### src/rtl/tsr_pkg.sv
package tsr_pkg;

    typedef enum logic [1:0] {
        PH_0 = 2'd0,
        PH_1 = 2'd1,
        PH_2 = 2'd2,
        PH_3 = 2'd3
    } phase_e;

    // Rotation order: 0 -> 3 -> 2 -> 1 -> 0
    function automatic phase_e next_phase(input phase_e p);
        case (p)
            PH_0:    return PH_3;
            PH_3:    return PH_2;
            PH_2:    return PH_1;
            default: return PH_0;
        endcase
    endfunction

endpackage

### src/rtl/tsr_seq.sv
module tsr_seq
    import tsr_pkg::*;
#(
    parameter  int NUM_SLOTS = 16,
    localparam int ADDR_W    = $clog2(NUM_SLOTS)
) (
    input  logic              clk_i,
    input  logic              rst_i,
    output phase_e            phase_o,
    output logic [ADDR_W-1:0] ptr_o
);

    localparam logic [ADDR_W-1:0] LAST_SLOT = ADDR_W'(NUM_SLOTS - 1);

    typedef struct packed {
        phase_e            phase;
        logic [ADDR_W-1:0] ptr;
    } seq_t;

    seq_t seq_d, seq_q;

    always_comb begin
        seq_d       = seq_q;
        seq_d.phase = next_phase(seq_q.phase);
        if (seq_q.phase == PH_1) begin
            if (seq_q.ptr == LAST_SLOT) begin
                seq_d.ptr = '0;
            end else begin
                seq_d.ptr = seq_q.ptr + ADDR_W'(1);
            end
        end
    end

    always_ff @(posedge clk_i) begin
        if (rst_i) begin
            seq_q <= '0;
        end else begin
            seq_q <= seq_d;
        end
    end

    assign phase_o = seq_q.phase;
    assign ptr_o   = seq_q.ptr;

endmodule

### src/rtl/tsr_store.sv
module tsr_store #(
    parameter  int NUM_SLOTS = 16,
    parameter  int ST_W      = 4,
    parameter  int CNT_W     = 8,
    localparam int ADDR_W    = $clog2(NUM_SLOTS)
) (
    input  logic              clk_i,
    input  logic              rst_i,
    input  logic              we_i,
    input  logic [ADDR_W-1:0] waddr_i,
    input  logic [ST_W-1:0]   wstate_i,
    input  logic [CNT_W-1:0]  wcount_i,
    input  logic [ADDR_W-1:0] raddr_i,
    output logic [ST_W-1:0]   rstate_o,
    output logic [CNT_W-1:0]  rcount_o
);

    typedef struct packed {
        logic [ST_W-1:0]  st;
        logic [CNT_W-1:0] cnt;
    } slot_t;

    slot_t slot_d [NUM_SLOTS];
    slot_t slot_q [NUM_SLOTS];

    for (genvar g = 0; g < NUM_SLOTS; g++) begin : g_slot
        always_comb begin
            slot_d[g] = slot_q[g];
            if (we_i && (waddr_i == ADDR_W'(g))) begin
                slot_d[g].st  = wstate_i;
                slot_d[g].cnt = wcount_i;
            end
        end

        always_ff @(posedge clk_i) begin
            if (rst_i) begin
                slot_q[g] <= '0;
            end else begin
                slot_q[g] <= slot_d[g];
            end
        end
    end

    always_comb begin
        rstate_o = slot_q[raddr_i].st;
        rcount_o = slot_q[raddr_i].cnt;
    end

endmodule

### src/rtl/tsr_adder.sv
module tsr_adder #(
    parameter int CNT_W = 8
) (
    input  logic [CNT_W-1:0] stored_i,
    input  logic [CNT_W-1:0] oper_i,
    input  logic             zero_stored_i,
    input  logic             force_ones_i,
    output logic [CNT_W-1:0] sum_o
);

    logic [CNT_W-1:0] lhs;
    logic [CNT_W-1:0] rhs;

    always_comb begin
        lhs   = zero_stored_i ? '0 : stored_i;
        rhs   = force_ones_i ? '1 : oper_i;
        sum_o = lhs + rhs;
    end

endmodule

### src/rtl/tsr_ring.sv
module tsr_ring
    import tsr_pkg::*;
#(
    parameter  int NUM_SLOTS = 16,
    parameter  int ST_W      = 4,
    parameter  int CNT_W     = 8,
    localparam int ADDR_W    = $clog2(NUM_SLOTS),
    localparam int WORD_W    = ST_W + CNT_W + ADDR_W
) (
    input  logic              clk_i,
    input  logic              rst_i,
    input  logic              cmd_valid_i,
    input  logic              cmd_add_i,
    input  logic [WORD_W-1:0] cmd_word_i,
    input  logic              wake_ack_i,
    output logic [1:0]        phase_o,
    output logic [WORD_W-1:0] rb_n_o,
    output logic              wake_o
);

    localparam int DAT_LSB = ADDR_W;
    localparam int ST_LSB  = ADDR_W + CNT_W;
    localparam logic [ST_W-1:0] RUN_CLR = {1'b0, {(ST_W-1){1'b1}}};

    typedef struct packed {
        logic              pend;
        logic              add;
        logic [ST_W-1:0]   c_st;
        logic [CNT_W-1:0]  c_dat;
        logic [ADDR_W-1:0] c_addr;
        logic              hit;
        logic [ST_W-1:0]   rd_st;
        logic [CNT_W-1:0]  rd_cnt;
        logic [WORD_W-1:0] rb;
        logic              wake;
    } ring_t;

    ring_t st_d, st_q;

    phase_e            phase;
    logic [ADDR_W-1:0] ring_ptr;
    logic              cmd_pend;

    logic              host_we;
    logic              ring_we;
    logic              counting;
    logic              expire;
    logic [ADDR_W-1:0] mem_raddr;
    logic [ST_W-1:0]   mem_rstate;
    logic [CNT_W-1:0]  mem_rcount;
    logic              mem_we;
    logic [ADDR_W-1:0] mem_waddr;
    logic [ST_W-1:0]   mem_wstate;
    logic [CNT_W-1:0]  add_stored;
    logic [CNT_W-1:0]  add_oper;
    logic              add_zero;
    logic              add_ones;
    logic [CNT_W-1:0]  add_sum;

    tsr_seq #(
        .NUM_SLOTS (NUM_SLOTS)
    ) u_seq (
        .clk_i   (clk_i),
        .rst_i   (rst_i),
        .phase_o (phase),
        .ptr_o   (ring_ptr)
    );

    tsr_store #(
        .NUM_SLOTS (NUM_SLOTS),
        .ST_W      (ST_W),
        .CNT_W     (CNT_W)
    ) u_store (
        .clk_i    (clk_i),
        .rst_i    (rst_i),
        .we_i     (mem_we),
        .waddr_i  (mem_waddr),
        .wstate_i (mem_wstate),
        .wcount_i (add_sum),
        .raddr_i  (mem_raddr),
        .rstate_o (mem_rstate),
        .rcount_o (mem_rcount)
    );

    tsr_adder #(
        .CNT_W (CNT_W)
    ) u_adder (
        .stored_i      (add_stored),
        .oper_i        (add_oper),
        .zero_stored_i (add_zero),
        .force_ones_i  (add_ones),
        .sum_o         (add_sum)
    );

    // Datapath steering: the host owns the adder in phase 3, the ring in phase 1
    always_comb begin
        host_we   = (phase == PH_3) && st_q.pend;
        ring_we   = (phase == PH_1) && !st_q.hit;
        counting  = st_q.rd_st[ST_W-1] && (st_q.rd_cnt != '0);
        mem_raddr = (phase == PH_3) ? st_q.c_addr : ring_ptr;

        if (host_we) begin
            add_stored = mem_rcount;
            add_oper   = st_q.c_dat;
            add_zero   = !st_q.add;
            add_ones   = 1'b0;
        end else begin
            add_stored = st_q.rd_cnt;
            add_oper   = '0;
            add_zero   = 1'b0;
            add_ones   = counting;
        end

        expire     = ring_we && counting && (add_sum == '0);
        mem_we     = host_we || ring_we;
        mem_waddr  = host_we ? st_q.c_addr : ring_ptr;
        if (host_we) begin
            mem_wstate = st_q.c_st;
        end else if (expire) begin
            mem_wstate = st_q.rd_st & RUN_CLR;
        end else begin
            mem_wstate = st_q.rd_st;
        end
    end

    // Next-state of the control and capture registers
    always_comb begin
        st_d = st_q;

        case (phase)
            PH_0: begin
                st_d.rd_st  = mem_rstate;
                st_d.rd_cnt = mem_rcount;
            end
            PH_3: begin
                if (st_q.pend) begin
                    st_d.pend = 1'b0;
                    st_d.hit  = (st_q.c_addr == ring_ptr);
                end
            end
            PH_2: begin
                st_d.rb = {st_q.rd_st, st_q.rd_cnt, ring_ptr};
            end
            default: begin
                st_d.hit = 1'b0;
            end
        endcase

        if (wake_ack_i) begin
            st_d.wake = 1'b0;
        end
        if (expire) begin
            st_d.wake = 1'b1;
        end

        if (cmd_valid_i) begin
            st_d.pend   = 1'b1;
            st_d.add    = cmd_add_i;
            st_d.c_st   = cmd_word_i[ST_LSB +: ST_W];
            st_d.c_dat  = cmd_word_i[DAT_LSB +: CNT_W];
            st_d.c_addr = cmd_word_i[0 +: ADDR_W];
        end
    end

    always_ff @(posedge clk_i) begin
        if (rst_i) begin
            st_q <= '0;
        end else begin
            st_q <= st_d;
        end
    end

    assign cmd_pend = st_q.pend;
    assign phase_o  = phase;
    assign rb_n_o   = ~st_q.rb;
    assign wake_o   = st_q.wake;

endmodule

### config.mk
export PLATFORM = sky130hd
export DESIGN_NAME = tsr_ring
export DESIGN_NICKNAME = d
export VERILOG_FILES = /design/src/rtl/tsr_pkg.sv /design/src/rtl/tsr_seq.sv /design/src/rtl/tsr_store.sv /design/src/rtl/tsr_adder.sv /design/src/rtl/tsr_ring.sv
export SDC_FILE = /design/constraint.sdc
export NUM_CORES = 1
export LEC_CHECK = 0
export CAP_MARGIN = 20
export CORE_UTILIZATION = 50
export CTS_BUF_LIST = sky130_fd_sc_hd__clkbuf_4 sky130_fd_sc_hd__clkbuf_8
export CTS_CLUSTER_SIZE = 28
export DETAILED_ROUTE_END_ITERATION = 8
export DONT_BUFFER_PORTS = 1
export HOLD_SLACK_MARGIN = 0.08
export PLACE_DENSITY = 0.73
export SYNTH_ARGS = -nofsm -noshare
export SYNTH_HDL_FRONTEND = slang
export SYNTH_HIERARCHICAL = 1
export SYNTH_SLANG_ARGS = --single-unit
### constraint.sdc
create_clock -name clk_i -period 7.5 [get_ports clk_i]
set_clock_uncertainty 0.2 [all_clocks]
set_input_delay 1.5 -clock clk_i [delete_from_list [all_inputs] [get_ports clk_i]]
set_output_delay 1.5 -clock clk_i [all_outputs]
set_load 0.05 [all_outputs]
After elaboration in Yosys (flattened, before gate mapping)
Memories as Yosys holds them, arrays and structs flattened.
Cells that the tools add are included.
{ "word_totals": {"out_inout_bits": 19, "n_memories": 1, "ff_bits": 54, "ramBits": 192, "romBits": 0, "latchBits": 0} }
{ "op_classes": {"shifts": 0, "div_mod_pow": 0, "bitwise": 18, "muxes": 53, "eq_ne": 37, "order_cmp": 0, "n_reduce_logical": 48, "multipliers": 0, "addsub": 2} }
{ "mem_list": {"columns": ["memory", "depth", "width", "rd", "rd_clocked_by_memory_dff", "write_ports", "line_no", "rtl"], "rows": [
  ["u_store.slot_q", 16, 12, 1, 0, 16, "tsr_store.sv:24", "slot_t slot_q [NUM_SLOTS];"]
]} }
{ "op_table": {"columns": ["operator", "count"], "rows": [
  ["12-bit two-way mux", 32],
  ["4-bit equality test, second input constant", 9],
  ["2-bit AND reduction", 17],
  ["8-bit two-way mux", 4],
  ["1-bit logical AND", 21],
  ["4-bit two-way mux", 5],
  ["18-bit two-way mux", 1],
  ["4-bit by 3-bit equality test with 1-bit output, second input constant", 4],
  ["1-bit != test, second input constant", 16],
  ["16-bit inverter", 1],
  ["1-bit bitwise OR", 16],
  ["1-bit two-way mux", 9],
  ["8-bit adder", 1],
  ["4-bit by 2-bit equality test with 1-bit output, second input constant", 2],
  ["8-bit logical NOT", 1],
  ["8-bit nonzero test", 1],
  ["2-bit one-hot mux with 3 select lines", 1],
  ["4-bit by 1-bit adder with 4-bit output, second input constant", 1],
  ["2-bit equality test, second input constant", 2],
  ["4-bit by 1-bit equality test with 1-bit output, second input constant", 1],
  ["4-bit equality test", 1],
  ["4-bit logical NOT", 1],
  ["2-bit nonzero test", 2],
  ["2-bit by 1-bit equality test with 1-bit output, second input constant", 1],
  ["7 further kinds", 8]
]} }

Depth between registers and ports, before layout
An unclocked memory read counts as a cell.
{ "depth": {"depth_word": 12, "depth_mapped": 23, "ltp_nobuf": 19} }

Hierarchy
The synthesis kept the hierarchy.
{ "by_module_without_submodules": {"columns": ["mod", "seq_area_each_um2", "n_inst", "cells_per_inst", "area_per_inst_um2"], "rows": [
  ["tsr_store", 5765.5, 1, 564, 9046.2],
  ["tsr_ring", 960.9, 1, 292, 2175.8],
  ["tsr_adder", 0.0, 1, 55, 399.1],
  ["tsr_seq", 120.1, 1, 30, 276.5]
]} }

Worst setup path after synthesis
Ideal clock, no wire load.
{ "synth_path": {"path_kind": "register to register", "startpoint": "register u_seq.seq_q (netlist bit u_seq/phase_o[1])", "endpoint": "memory u_store/slot_q[11][11] in the netlist's numbering (data pin)", "setup_time_ns": 0.255, "arrival_time_ns": 4.446, "path_slack_ns": 2.599, "t_required_ns": 7.045, "stages_incl_launch_ff": 24, "path_cell_list": "dfxtp_1 -> buf_2 -> nand2_1 -> mux2_2 -> buf_6 -> buf_12 -> mux4_2 -> a22oi_1 -> nand2_1 -> nand2_1 -> nand2_1 -> nor2b_1 -> ha_1 -> inv_1 -> fa_1 -> nor2b_4 -> o31a_1 -> o211ai_1 -> nand3_1 -> nor3_1 -> nand4_1 -> o21a_1 -> clkbuf_1 -> and2_1"} }
{ "synth_rtl": {"columns": ["item", "line_no", "rtl"], "rows": [
  ["start: declaration", "tsr_seq.sv:20", "seq_t seq_d, seq_q;"],
  ["start signal: assignment", "tsr_seq.sv:38", "seq_q <= seq_d;"],
  ["end: declaration", "tsr_store.sv:24", null]
]} }

==> run summary <==
LEAKAGE: 4.88 nW
CP Capture Type: flop
1st-pass router iterations: 5
Maximum vdd drop: 0.000102 V
Clk pin slew, worst setup/hold paths: 0.06 ns
CP Max Fanout: 48
Initial antenna violation count: 0
Sw Share: 0.303
Wire per inst: 20.6 µm
Ant diodes: 0
Slew @ Worst Pin: 1.01 ns
Fmax: 158 MHz
# H-tree levels: 2
Critical Path AT: 6.43 ns
DRC violations left: 0
Dpl ws: 1.26 ns
Tot GR Track Use: 0.225
Area growth from synthesis to layout: 8.55%
Layout filler cell count: 1971
Cell Area, Synth: 11900 µm²
Hold buffers post-CTS: 0
Vias after detailed routing: 7118
Main flop type after synthesis: edfxtp_1
Post-route core utilization: 0.552
Fin nets: 975
Slowest CP cell: dfxtp_1
Max-cap violations: 0
Core ar.: 23400 µm²
Root Buffer: clkbuf_8
PostCTS Resize Cnt: 0
Worst-path cell chain: nand2_1 -> mux2_2 -> buf_12 -> mux4_2 -> a22oi_1 -> nand2_1 -> nand2_1 -> nand2_1 -> nor2b_1 -> ha_1 -> inv_1 -> fa_1 -> nor2b_4 -> o31a_1 -> o211ai_1 -> nand3_1 -> nor3_1 -> nand4_1 -> o21a_1 -> and2_1
Post-CTS Setup Bufs: 0
Post-DRT Antenna Nets: 0
Min cycle time layout: 6.34 ns
Gpl congestion: 0.820
Via/cell ratio: 5.51
Slew Limit Fails: 0
Kind of critical path: flop to flop
Clk_lat worst skew: 0.55 ns
Syn Nets: 974
Total I/O pin count: 40
Die Height: 156 µm
Layout cells sized above 1: 0.139
FF+latch count, synth: 246
CP peak stage delay: 0.85 ns
Die width: 156 µm
CTS tree: done
Clock sinks: 246
Largest net degree at the start of global routing: 76
Critical path required time: 7.59 ns
Setup_tns: 0 ns
Clock network power share: 0.336
Final hold violation count: 0
Overflow after GRT: 0
Final Total Pwr: 3.58 mW
Row cnt: 56
Asr flop ratio synth: 0
P per Cell Area: 277 nW/µm²
Final HPWL DP: 16700 µm
Crit share post-route: 0.845
Reg power frac: 0.450
Initial Util: 0.508
I/O Buffers: 0
Yosys warning count: 6
Placed Area: 12100 µm²
Final WS setup: 1.16 ns
CP delay by family, top: simple AND/OR/NAND/NOR gates
Cell area after layout: 12900 µm²
Psw: 1.08 mW
Status: finished clean
RSZ-0062 raised after global routing: no
Worst setup SP type: flop
Vias in the first global route: 7022
Worst Path Buf+Inv: 2
Placed cell count: 1218
Synthesized area per cell: 12.6 µm²
Final hold slack: 0.247 ns
Seq/Total Area, Yosys: 0.575
CTS Buf Count: 41
Routed WL: 26700 µm
Cell mode on critical path: nand2_1
Hold Crit Class: flop to flop
Cell Int Power: 2.50 mW
Finished Layout Cells: 1291
First-pass GRT wire length: 40500 µm
Post-synth EDFFs: 192
Slew headroom: 0.327
Initial drt markers: 715
Logic pwr share: 0.214
Gate Count Post-Synth: 941
Setup Viol. Count Final: 0
Maximum root-to-sink buffer count: 3
Die area: 24400 µm²
Yosys cell types: 56
cell families (layout without fill, tap and decap cells):
| family | Yosys count | count (layout) | share of synthesized area |
|---|---|---|---|
| and+or+nand+nor | 420 | 420 | 0.192 |
| DFF | 246 | 246 | 0.575 |
| buffers and inverters | 92 | 123 | 0.0439 |
| AOI/OAI and AO/OA | 90 | 90 | 0.0486 |
| muxes | 71 | 71 | 0.120 |
| adders and majority gates | 12 | 12 | 0.0133 |
| xor gates and xnor gates | 10 | 10 | 0.00736 |
metal layers:
layer,wire length (µm),track usage,vias up,share of wire
li1,-,-,3341,-
met1,11700,0.304,3486,0.44
met2,12600,0.364,239,0.47
met3,1600,0.0415,52,0.060
met4,712,0.0775,0,0.027
met5,0,0,-,0
power groups by stage:
stage / Sequential [mW] / Combinational (mW) / Clock (mW)
after global routing: 1.62 / 0.826 / 1.28
after global placement: 1.64 / 0.747 / 0
after detailed placement: 1.64 / 0.761 / 0
after CTS: 1.61 / 0.764 / 1.22
after floorplan: 1.62 / 0.568 / 0
final: 1.61 / 0.766 / 1.20
cells in the final DEF, fill, tap and decap left out, types with 6 or more instances in the layout:
master,count
nand3_1,6
inv_1,26
xor2_1,6
mux4_1,28
ha_1,11
a21oi_1,38
nor2_1,43
or2_2,8
and2_1,201
edfxtp_1,192
clkinv_1,7
o21bai_1,16
dfxtp_1,54
mux4_2,20
clkbuf_4,14
clkbuf_8,47
nor2b_1,9
buf_4,22
nand2_1,118
a22oi_1,24
mux2i_1,18
cell usage after synthesis (16+ instances only):
library cell / count / area share
a21oi_1: 38 / 0.016
a22oi_1: 24 / 0.015
and2_1: 201 / 0.11
clkbuf_1: 35 / 0.011
dfxtp_1: 54 / 0.091
edfxtp_1: 192 / 0.48
inv_1: 26 / 0.0082
mux2i_1: 18 / 0.015
mux4_1: 28 / 0.062
mux4_2: 20 / 0.038
nand2_1: 118 / 0.037
nor2_1: 43 / 0.014
o21bai_1: 16 / 0.010
path summary, 6_finish.rpt:
path / from / end / slack, ns / cells after the start
min reg2reg: st_q[1] / st_q[1] / 0.25 / 2
max reg2reg: u_seq/phase_o[1] / u_store/slot_q[3][11] / 1.16 / 20
min: st_q[1] / st_q[1] / 0.25 / 2
max: u_seq/phase_o[1] / u_store/slot_q[3][11] / 1.16 / 20
registers in the layout, indices dropped and copies added, names as in the netlist:
name / cells
u_store/slot_q: 192
st_q: 46
u_seq/ptr_o: 4
u_seq/phase_o: 2
cmd_pend: 1
wake_o: 1
final cells by class:
type | count | area (µm²) | share of cell area
Multi-Input combinational cell | 603 | 4530 | 0.351
Clock inverter | 12 | 85.1 | 0.00659
Inverter | 26 | 97.6 | 0.00756
Timing Repair Buffer | 24 | 205 | 0.0159
Tap cell | 319 | 399 | 0.0309
Sequential cell | 246 | 6850 | 0.530
Clock buffer | 61 | 752 | 0.0582
worst register-to-register path: cells and delay by family, from the launching register on:
kind | cells | cell delay [ns]
flops | 1 | 0.85
simple gates | 10 | 2.12
fa+ha+maj | 2 | 0.50
compound gates | 4 | 1.13
buf+inv | 2 | 0.40
mux | 2 | 0.90
Power figures use the tool's default switching activity.
